### src/rtl/fsel_pkg.sv
// Shared definitions for the frequency-select block: group indices,
// source selection per group and the registered select layout.
package fsel_pkg;

    localparam int NUM_GROUPS = 6;

    localparam int G_CPU  = 0;
    localparam int G_MID  = 1;
    localparam int G_BUS  = 2;
    localparam int G_APIC = 3;
    localparam int G_USB  = 4;
    localparam int G_REF  = 5;

    // Source that drives one output group.
    typedef enum logic [1:0] {
        SRC_NORM = 2'd0,
        SRC_HIZ  = 2'd1,
        SRC_TEST = 2'd2
    } src_e;

    // Registered select: speed bit above the two-bit code.
    typedef struct packed {
        logic       fast;
        logic [1:0] code;
    } fsel_t;

endpackage

### src/rtl/fsel_decode.sv
// Registers the select inputs on the reference clock and decodes the
// registered value into a source per group plus status controls.
// Assumes the select is static in operation; a change is honoured at the
// next clock edge with no glitch-free guarantee on the outputs.
module fsel_decode
    import fsel_pkg::*;
(
    input  logic       clk,
    input  logic       rst_n,
    input  logic       sel_fast,
    input  logic [1:0] sel_code,
    output src_e       src [NUM_GROUPS],
    output logic       cpu_fast,
    output logic       test_en,
    output logic       spread_on,
    output logic       usbpll_en
);

    fsel_t sel_q;

    // Capture the select; reset lands in the all-high-impedance code.
    always_ff @(posedge clk) begin
        if (!rst_n) begin
            sel_q <= '0;
        end else begin
            sel_q <= '{fast: sel_fast, code: sel_code};
        end
    end

    // Decode the registered select into per-group sources and controls.
    always_comb begin
        for (int g = 0; g < NUM_GROUPS; g++) begin
            src[g] = SRC_NORM;
        end
        cpu_fast  = sel_q.fast;
        test_en   = 1'b0;
        spread_on = 1'b0;
        usbpll_en = 1'b1;
        case ({sel_q.fast, sel_q.code})
            3'b000: begin
                for (int g = 0; g < NUM_GROUPS; g++) begin
                    src[g] = SRC_HIZ;
                end
                usbpll_en = 1'b0;
            end
            3'b100: begin
                for (int g = 0; g < NUM_GROUPS; g++) begin
                    src[g] = SRC_TEST;
                end
                test_en = 1'b1;
            end
            default: begin
                if (sel_q.code == 2'b10) begin
                    src[G_USB] = SRC_HIZ;
                    usbpll_en  = 1'b0;
                    spread_on  = 1'b1;
                end
            end
        endcase
    end

endmodule

### src/rtl/fsel_tdiv.sv
// Test-clock divider. The test clock is sampled as data in the reference
// domain; each sampled rising edge advances one binary counter whose bits
// are the divided clocks. The count is held at zero outside test mode, so
// it restarts from zero on every entry. Assumes the reference clock is at
// least twice as fast as the test clock.
module fsel_tdiv #(
    parameter int STAGES = 4
) (
    input  logic              clk,
    input  logic              rst_n,
    input  logic              test_en,
    input  logic              tst_clk,
    output logic [STAGES-1:0] div
);

    logic tst_prev;
    logic tst_rise;

    assign tst_rise = tst_clk & ~tst_prev;

    // Remember the previous test-clock sample for edge detection.
    always_ff @(posedge clk) begin
        if (!rst_n) begin
            tst_prev <= 1'b0;
        end else begin
            tst_prev <= tst_clk;
        end
    end

    // Advance the shared count on each test-clock rising edge in test mode.
    always_ff @(posedge clk) begin
        if (!rst_n || !test_en) begin
            div <= '0;
        end else if (tst_rise) begin
            div <= div + 1'b1;
        end
    end

    // a higher division may only change as the next lower one falls.
    generate
        for (genvar b = 1; b < STAGES; b++) begin : g_phase
            a_r5_phase_aligned: assert property (@(posedge clk) disable iff (!rst_n)
                (test_en && $past(test_en) && (div[b] != $past(div[b])))
                |-> ($past(div[b-1]) && !div[b-1]));
        end
    endgenerate

    // the count is zero right after test mode is entered.
    a_r6_zero_on_entry: assert property (@(posedge clk) disable iff (!rst_n)
        $rose(test_en) |-> (div == '0));

endmodule

### src/rtl/fsel_outmux.sv
// Per-group output selection: normal clock, high impedance (enable low,
// value held at 0) or test-derived clock. Purely combinational.
module fsel_outmux
    import fsel_pkg::*;
#(
    parameter int GROUPS = NUM_GROUPS
) (
    input  src_e src      [GROUPS],
    input  logic norm_clk [GROUPS],
    input  logic test_clk [GROUPS],
    output logic out_clk  [GROUPS],
    output logic out_oe   [GROUPS]
);

    generate
        for (genvar g = 0; g < GROUPS; g++) begin : g_grp
            // Select this group's clock and enable from its source code.
            always_comb begin
                unique case (src[g])
                    SRC_NORM: begin out_clk[g] = norm_clk[g]; out_oe[g] = 1'b1; end
                    SRC_TEST: begin out_clk[g] = test_clk[g]; out_oe[g] = 1'b1; end
                    default:  begin out_clk[g] = 1'b0;        out_oe[g] = 1'b0; end
                endcase
            end
        end
    endgenerate

endmodule

### src/rtl/fsel_clock_mux.sv
// Top of the frequency-select block: registers and decodes the select,
// divides the test clock and chooses each group's output source.
// Assumes normal-mode clocks arrive from the synthesizers as inputs and
// that DIV_STAGES is at least 4 (the slowest test division is bit 3).
module fsel_clock_mux
    import fsel_pkg::*;
#(
    parameter int DIV_STAGES = 4
) (
    input  logic       clk,
    input  logic       rst_n,
    input  logic       sel_fast,
    input  logic [1:0] sel_code,
    input  logic       cpu100_in,
    input  logic       cpu133_in,
    input  logic       mid_in,
    input  logic       bus_in,
    input  logic       apic_in,
    input  logic       usb_in,
    input  logic       ref_in,
    input  logic       tst_clk,
    output logic       cpu_clk,
    output logic       cpu_oe,
    output logic       mid_clk,
    output logic       mid_oe,
    output logic       bus_clk,
    output logic       bus_oe,
    output logic       apic_clk,
    output logic       apic_oe,
    output logic       usb_clk,
    output logic       usb_oe,
    output logic       ref_clk,
    output logic       ref_oe,
    output logic       spread_on,
    output logic       usbpll_en
);

    localparam int CPU_BIT  = 0;
    localparam int MID_BIT  = 1;
    localparam int BUS_BIT  = 2;
    localparam int APIC_BIT = 3;
    localparam int USB_BIT  = 0;

    src_e                  src     [NUM_GROUPS];
    logic                  cpu_fast;
    logic                  test_en;
    logic [DIV_STAGES-1:0] div;
    logic                  norm_clk [NUM_GROUPS];
    logic                  test_clk [NUM_GROUPS];
    logic                  out_clk  [NUM_GROUPS];
    logic                  out_oe   [NUM_GROUPS];
    logic [2:0]            sel_all;

    assign sel_all = {sel_fast, sel_code};

    fsel_decode u_decode (
        .clk       (clk),
        .rst_n     (rst_n),
        .sel_fast  (sel_fast),
        .sel_code  (sel_code),
        .src       (src),
        .cpu_fast  (cpu_fast),
        .test_en   (test_en),
        .spread_on (spread_on),
        .usbpll_en (usbpll_en)
    );

    fsel_tdiv #(.STAGES(DIV_STAGES)) u_tdiv (
        .clk     (clk),
        .rst_n   (rst_n),
        .test_en (test_en),
        .tst_clk (tst_clk),
        .div     (div)
    );

    // Gather normal and test sources into per-group arrays.
    always_comb begin
        norm_clk[G_CPU]  = cpu_fast ? cpu133_in : cpu100_in;
        norm_clk[G_MID]  = mid_in;
        norm_clk[G_BUS]  = bus_in;
        norm_clk[G_APIC] = apic_in;
        norm_clk[G_USB]  = usb_in;
        norm_clk[G_REF]  = ref_in;
        test_clk[G_CPU]  = div[CPU_BIT];
        test_clk[G_MID]  = div[MID_BIT];
        test_clk[G_BUS]  = div[BUS_BIT];
        test_clk[G_APIC] = div[APIC_BIT];
        test_clk[G_USB]  = div[USB_BIT];
        test_clk[G_REF]  = tst_clk;
    end

    fsel_outmux #(.GROUPS(NUM_GROUPS)) u_outmux (
        .src      (src),
        .norm_clk (norm_clk),
        .test_clk (test_clk),
        .out_clk  (out_clk),
        .out_oe   (out_oe)
    );

    assign cpu_clk  = out_clk[G_CPU];
    assign cpu_oe   = out_oe[G_CPU];
    assign mid_clk  = out_clk[G_MID];
    assign mid_oe   = out_oe[G_MID];
    assign bus_clk  = out_clk[G_BUS];
    assign bus_oe   = out_oe[G_BUS];
    assign apic_clk = out_clk[G_APIC];
    assign apic_oe  = out_oe[G_APIC];
    assign usb_clk  = out_clk[G_USB];
    assign usb_oe   = out_oe[G_USB];
    assign ref_clk  = out_clk[G_REF];
    assign ref_oe   = out_oe[G_REF];

    // board-test code floats every group and stops the 48 MHz synthesizer.
    a_r1_board_test_hiz: assert property (@(posedge clk) disable iff (!rst_n)
        ($past(rst_n) && $past(sel_all) == 3'b000)
        |-> (!cpu_oe && !mid_oe && !bus_oe && !apic_oe && !usb_oe && !ref_oe
             && !usbpll_en && !spread_on));

    // code 10 floats only the 48 MHz output and reports spread mode.
    a_r3_usb_only_hiz: assert property (@(posedge clk) disable iff (!rst_n)
        ($past(rst_n) && $past(sel_code) == 2'b10)
        |-> (!usb_oe && cpu_oe && ref_oe && spread_on && !usbpll_en));

    // fast normal code passes the fast processor clock.
    a_r4_fast_cpu: assert property (@(posedge clk) disable iff (!rst_n)
        ($past(rst_n) && $past(sel_all) == 3'b101)
        |-> (cpu_oe && cpu_clk == cpu133_in));

    // slow normal code passes the slow processor clock.
    a_r4_slow_cpu: assert property (@(posedge clk) disable iff (!rst_n)
        ($past(rst_n) && $past(sel_all) == 3'b001)
        |-> (cpu_oe && cpu_clk == cpu100_in));

    // in test mode the reference output follows the test clock.
    a_r2_ref_is_test: assert property (@(posedge clk) disable iff (!rst_n)
        ($past(rst_n) && $past(sel_all) == 3'b100)
        |-> (ref_oe && ref_clk == tst_clk));

endmodule

### config.mk
export PLATFORM = sky130hd
export DESIGN_NAME = fsel_clock_mux
export DESIGN_NICKNAME = d
export VERILOG_FILES = /design/src/rtl/fsel_pkg.sv /design/src/rtl/fsel_decode.sv /design/src/rtl/fsel_tdiv.sv /design/src/rtl/fsel_outmux.sv /design/src/rtl/fsel_clock_mux.sv
export SDC_FILE = /design/constraint.sdc
export NUM_CORES = 1
export LEC_CHECK = 0
export CORE_AREA = 2 2 39 41
export CTS_CLUSTER_SIZE = 25
export DETAILED_ROUTE_END_ITERATION = 10
export DIE_AREA = 0 0 41 43
export GPL_TIMING_DRIVEN = 0
export PLACE_DENSITY_LB_ADDON = 0.1
export SLEW_MARGIN = 30
export SYNTH_ARGS = -nofsm -noshare
export SYNTH_HDL_FRONTEND = slang
export SYNTH_SLANG_ARGS = --single-unit
### constraint.sdc
create_clock -name clk -period 1.59 [get_ports clk]
set_clock_uncertainty 0.2 [all_clocks]
set_input_delay 0.3975 -clock clk [delete_from_list [all_inputs] [get_ports clk]]
set_output_delay 0.3975 -clock clk [all_outputs]
set_load 0.05 [all_outputs]
==> results.txt, run 1 <==
status = complete, but fails checks
failing checks = setup timing
met3 GRT Util = 0.0209
Cell Pwr Density = 716 mW/mm²
crit path max fanout = 5
f_max = 528 MHz
Synth top area share = 0.367
core area = 0.00138 mm²
CTS tree = yes
worst reg2reg path depth = 3
cell area after synthesis = 437 µm²
final setup margin = -0.302 ns
routability congestion estimate = 0.649
layout cells sized above 1 = 0.489
crit path time final = 1.89 ns
post-DR wirelength/cell = 10.5 µm
Post-Syn Instances = 58
global-route wire length before repair = 1660 µm
Yosys top cell by area = dfxtp_1
CTS Buf Count = 3
Pleak = 0.392 nW
First DRT Iteration DRCs = 6
number of max-cap violations = 0
crit path DAT = 1.29 ns
Via density = 4.41
YS warnings = 0
vias in the first global route = 424
Worst VDD drop = 0.465 mV
sequential share of the synthesized area = 0.367
GRT Total Usage = 0.137
Hold Fails Final Rpt = 0
PortBufs = 26
Post-synth EDFFs = 0
count leader, synth = nand2_1
die width = 41 µm
GRT busiest layer = met2
Final Non-Filler Cells = 106
synth unique cells = 22
crit end category = output pin
total grt overflow = 0
Worst Setup Path Type = reg -> out
multi-input logic area = 314 µm²
Post-DP HPWL = 799 µm
min-delay worst type = reg -> reg
Max clock buf depth = 2
Initial Utilization = 0.316
fin crit share = 1.19
IO Count = 27
CP required = 0.99 ns
DR DRC count = 0
syn nets = 72
final antenna-violating net count = 0
Chip Height = 43 µm
synthesized flop and latch total = 8
clock root buffer = clkbuf_4
async set-reset flop share out of synthesis = 0
Worst Hold Path Cells = 2
Skew-Pair Late Insertion Delay = 0.25 ns
FILL cells = 117
max-slew violations = 0
Commonest cells post-synth = 12 x nand2_1, 8 x dfxtp_1, 5 x buf_4, 5 x nand3_1
# H-tree levels = 1
n_diodes = 0
startpoint types = register
Register Area = 169 µm²
Rows = 14
largest cells by area after synthesis = dfxtp_1 37%, nand2_1 10%, buf_4 8.6%
initial antenna violation count = 0
grt met1 use = 0.159
clock sink count = 8
Layout Nets = 106
Finished Core Util = 0.660
final wirelength = 1110 µm
vias post-DR = 467
met2 Track Usage GR = 0.222
syn avg cell area = 7.53 µm²
Area growth syn-to-layout = 109%
Worst slew margin = 0.849
Die ar. = 0.00176 mm²
RSZ-0062 raised after global routing = true
Worst-path clk slew = 0.05 ns
Placed Cells = 100
First-pass DRT Iterations = 4
Least-Margin Pin Slew = 0.226 ns
Final setup viols = 13
largest net degree at the start of global routing = 7
Primary FF master, synth = dfxtp_1
[cell families (layout without fill, tap and decap cells)]
logic type,Yosys count,in the layout,share of synthesized area
simple gates,31,31,0.341
mux,1,1,0.0229
flops,8,8,0.367
xor+xnor,2,2,0.0401
fa+ha+maj,1,1,0.0286
buf+inv,8,40,0.115
compound gates,7,7,0.0859
[sequential cells by signal (all words and copies together) (netlist names)]
| signal | cells |
|---|---|
| u_tdiv.div | 4 |
| u_tdiv.tst_prev | 1 |
| u_decode.sel_q | 2 |
| u_decode.cpu_fast | 1 |
[critical path: stages (launching register included)]
cell and delay, ns:
dfxtp_2 0.34, or3_4 0.44, buf_6 0.14, buf_8 0.14
[layout make-up]
type / instances / share of cell area
timing repair buffer: 30 / 0.344
clock buffer: 3 / 0.0247
buffer: 6 / 0.0767
multi-input combinational: 42 / 0.344
inverter: 1 / 0.00411
tap: 16 / 0.0219
sequential: 8 / 0.185
[layer usage]
| metal | wire length [µm] | part of all wire | vias up |
|---|---|---|---|
| li1 | - | - | 249 |
| met1 | 442 | 0.40 | 200 |
| met3 | 85 | 0.077 | 0 |
| met5 | 0 | 0 | - |
| met2 | 579 | 0.52 | 18 |
| met4 | 0 | 0 | 0 |
[where the power goes]
| part | switching [mW] | internal, mW |
|---|---|---|
| Combinational | 0.156 | 0.133 |
| Sequential | 0.00849 | 0.206 |
| Clock | 0.0645 | 0.0861 |
| Total | 0.229 | 0.425 |
[cells in the final DEF (no fill, tap or decap), types with 2 or more instances in the layout]
cell             instances
clkbuf_4                 3
clkdlybuf4s50_1          8
dlygate4sd2_1            3
buf_4                    7
buf_6                   11
nor2_1                   2
buf_8                    5
dfxtp_1                  5
and2_1                   4
nand2_2                  5
a21oi_1                  2
dfxtp_4                  2
nand2_1                  7
nand3_1                  4
o21ai_4                  3
[path summary, 6_finish.rpt]
check / start / end / slack (ns)
worst max-delay path: u_decode.sel_q[1]$_SDFF_PN0_ / bus_oe / -0.30
worst min-delay path: u_tdiv.div[3]$_SDFFE_PP0P_ / u_tdiv.div[3]$_SDFFE_PP0P_ / 0.29
worst max register to register: u_tdiv.div[0]$_SDFFE_PP0P_ / u_tdiv.div[3]$_SDFFE_PP0P_ / 0.33
worst min register to register: u_tdiv.div[3]$_SDFFE_PP0P_ / u_tdiv.div[3]$_SDFFE_PP0P_ / 0.29
[per-stage QoR]
| step | power (mW) | hold WS (ns) | TNS [ns] | setup WS (ns) | cell area [µm²] |
|---|---|---|---|---|---|
| 5_1_grt | 0.681 | 0.326 | -3.59 | -0.335 | 913 |
| 6_report | 0.654 | 0.294 | -3.08 | -0.302 | 913 |
| 3_3_place_gp | 0.474 | 0.269 | -9.35 | -0.979 | 796 |
| 3_5_place_dp | 0.476 | 0.283 | -9.40 | -0.980 | 796 |
| 4_1_cts | 0.648 | 0.291 | -3.24 | -0.314 | 863 |
| 2_1_floorplan | 0.390 | 0.258 | -0.513 | -0.0906 | 515 |
[repair_timing]
item                       CTS  global route
pin swaps                    3             2
buffers inserted             2             2
gates resized for setup    111             8
hold buffers                 0             0
setup endpoints to repair   14            14
No activity file was read; power rests on OpenSTA's default activity.
==> run 2: changes to the inputs <==
--- a/config.mk
+++ b/config.mk
@@ -5,6 +5,7 @@
 export SDC_FILE = /design/constraint.sdc
 export NUM_CORES = 1
 export LEC_CHECK = 0
+export ABC_CLOCK_PERIOD_IN_PS = 1590
 export CORE_AREA = 2 2 39 41
 export CTS_CLUSTER_SIZE = 25
 export DETAILED_ROUTE_END_ITERATION = 10
==> results of run 2 <==
No change in the layout: final DEF, timing and power equal those of run 1.
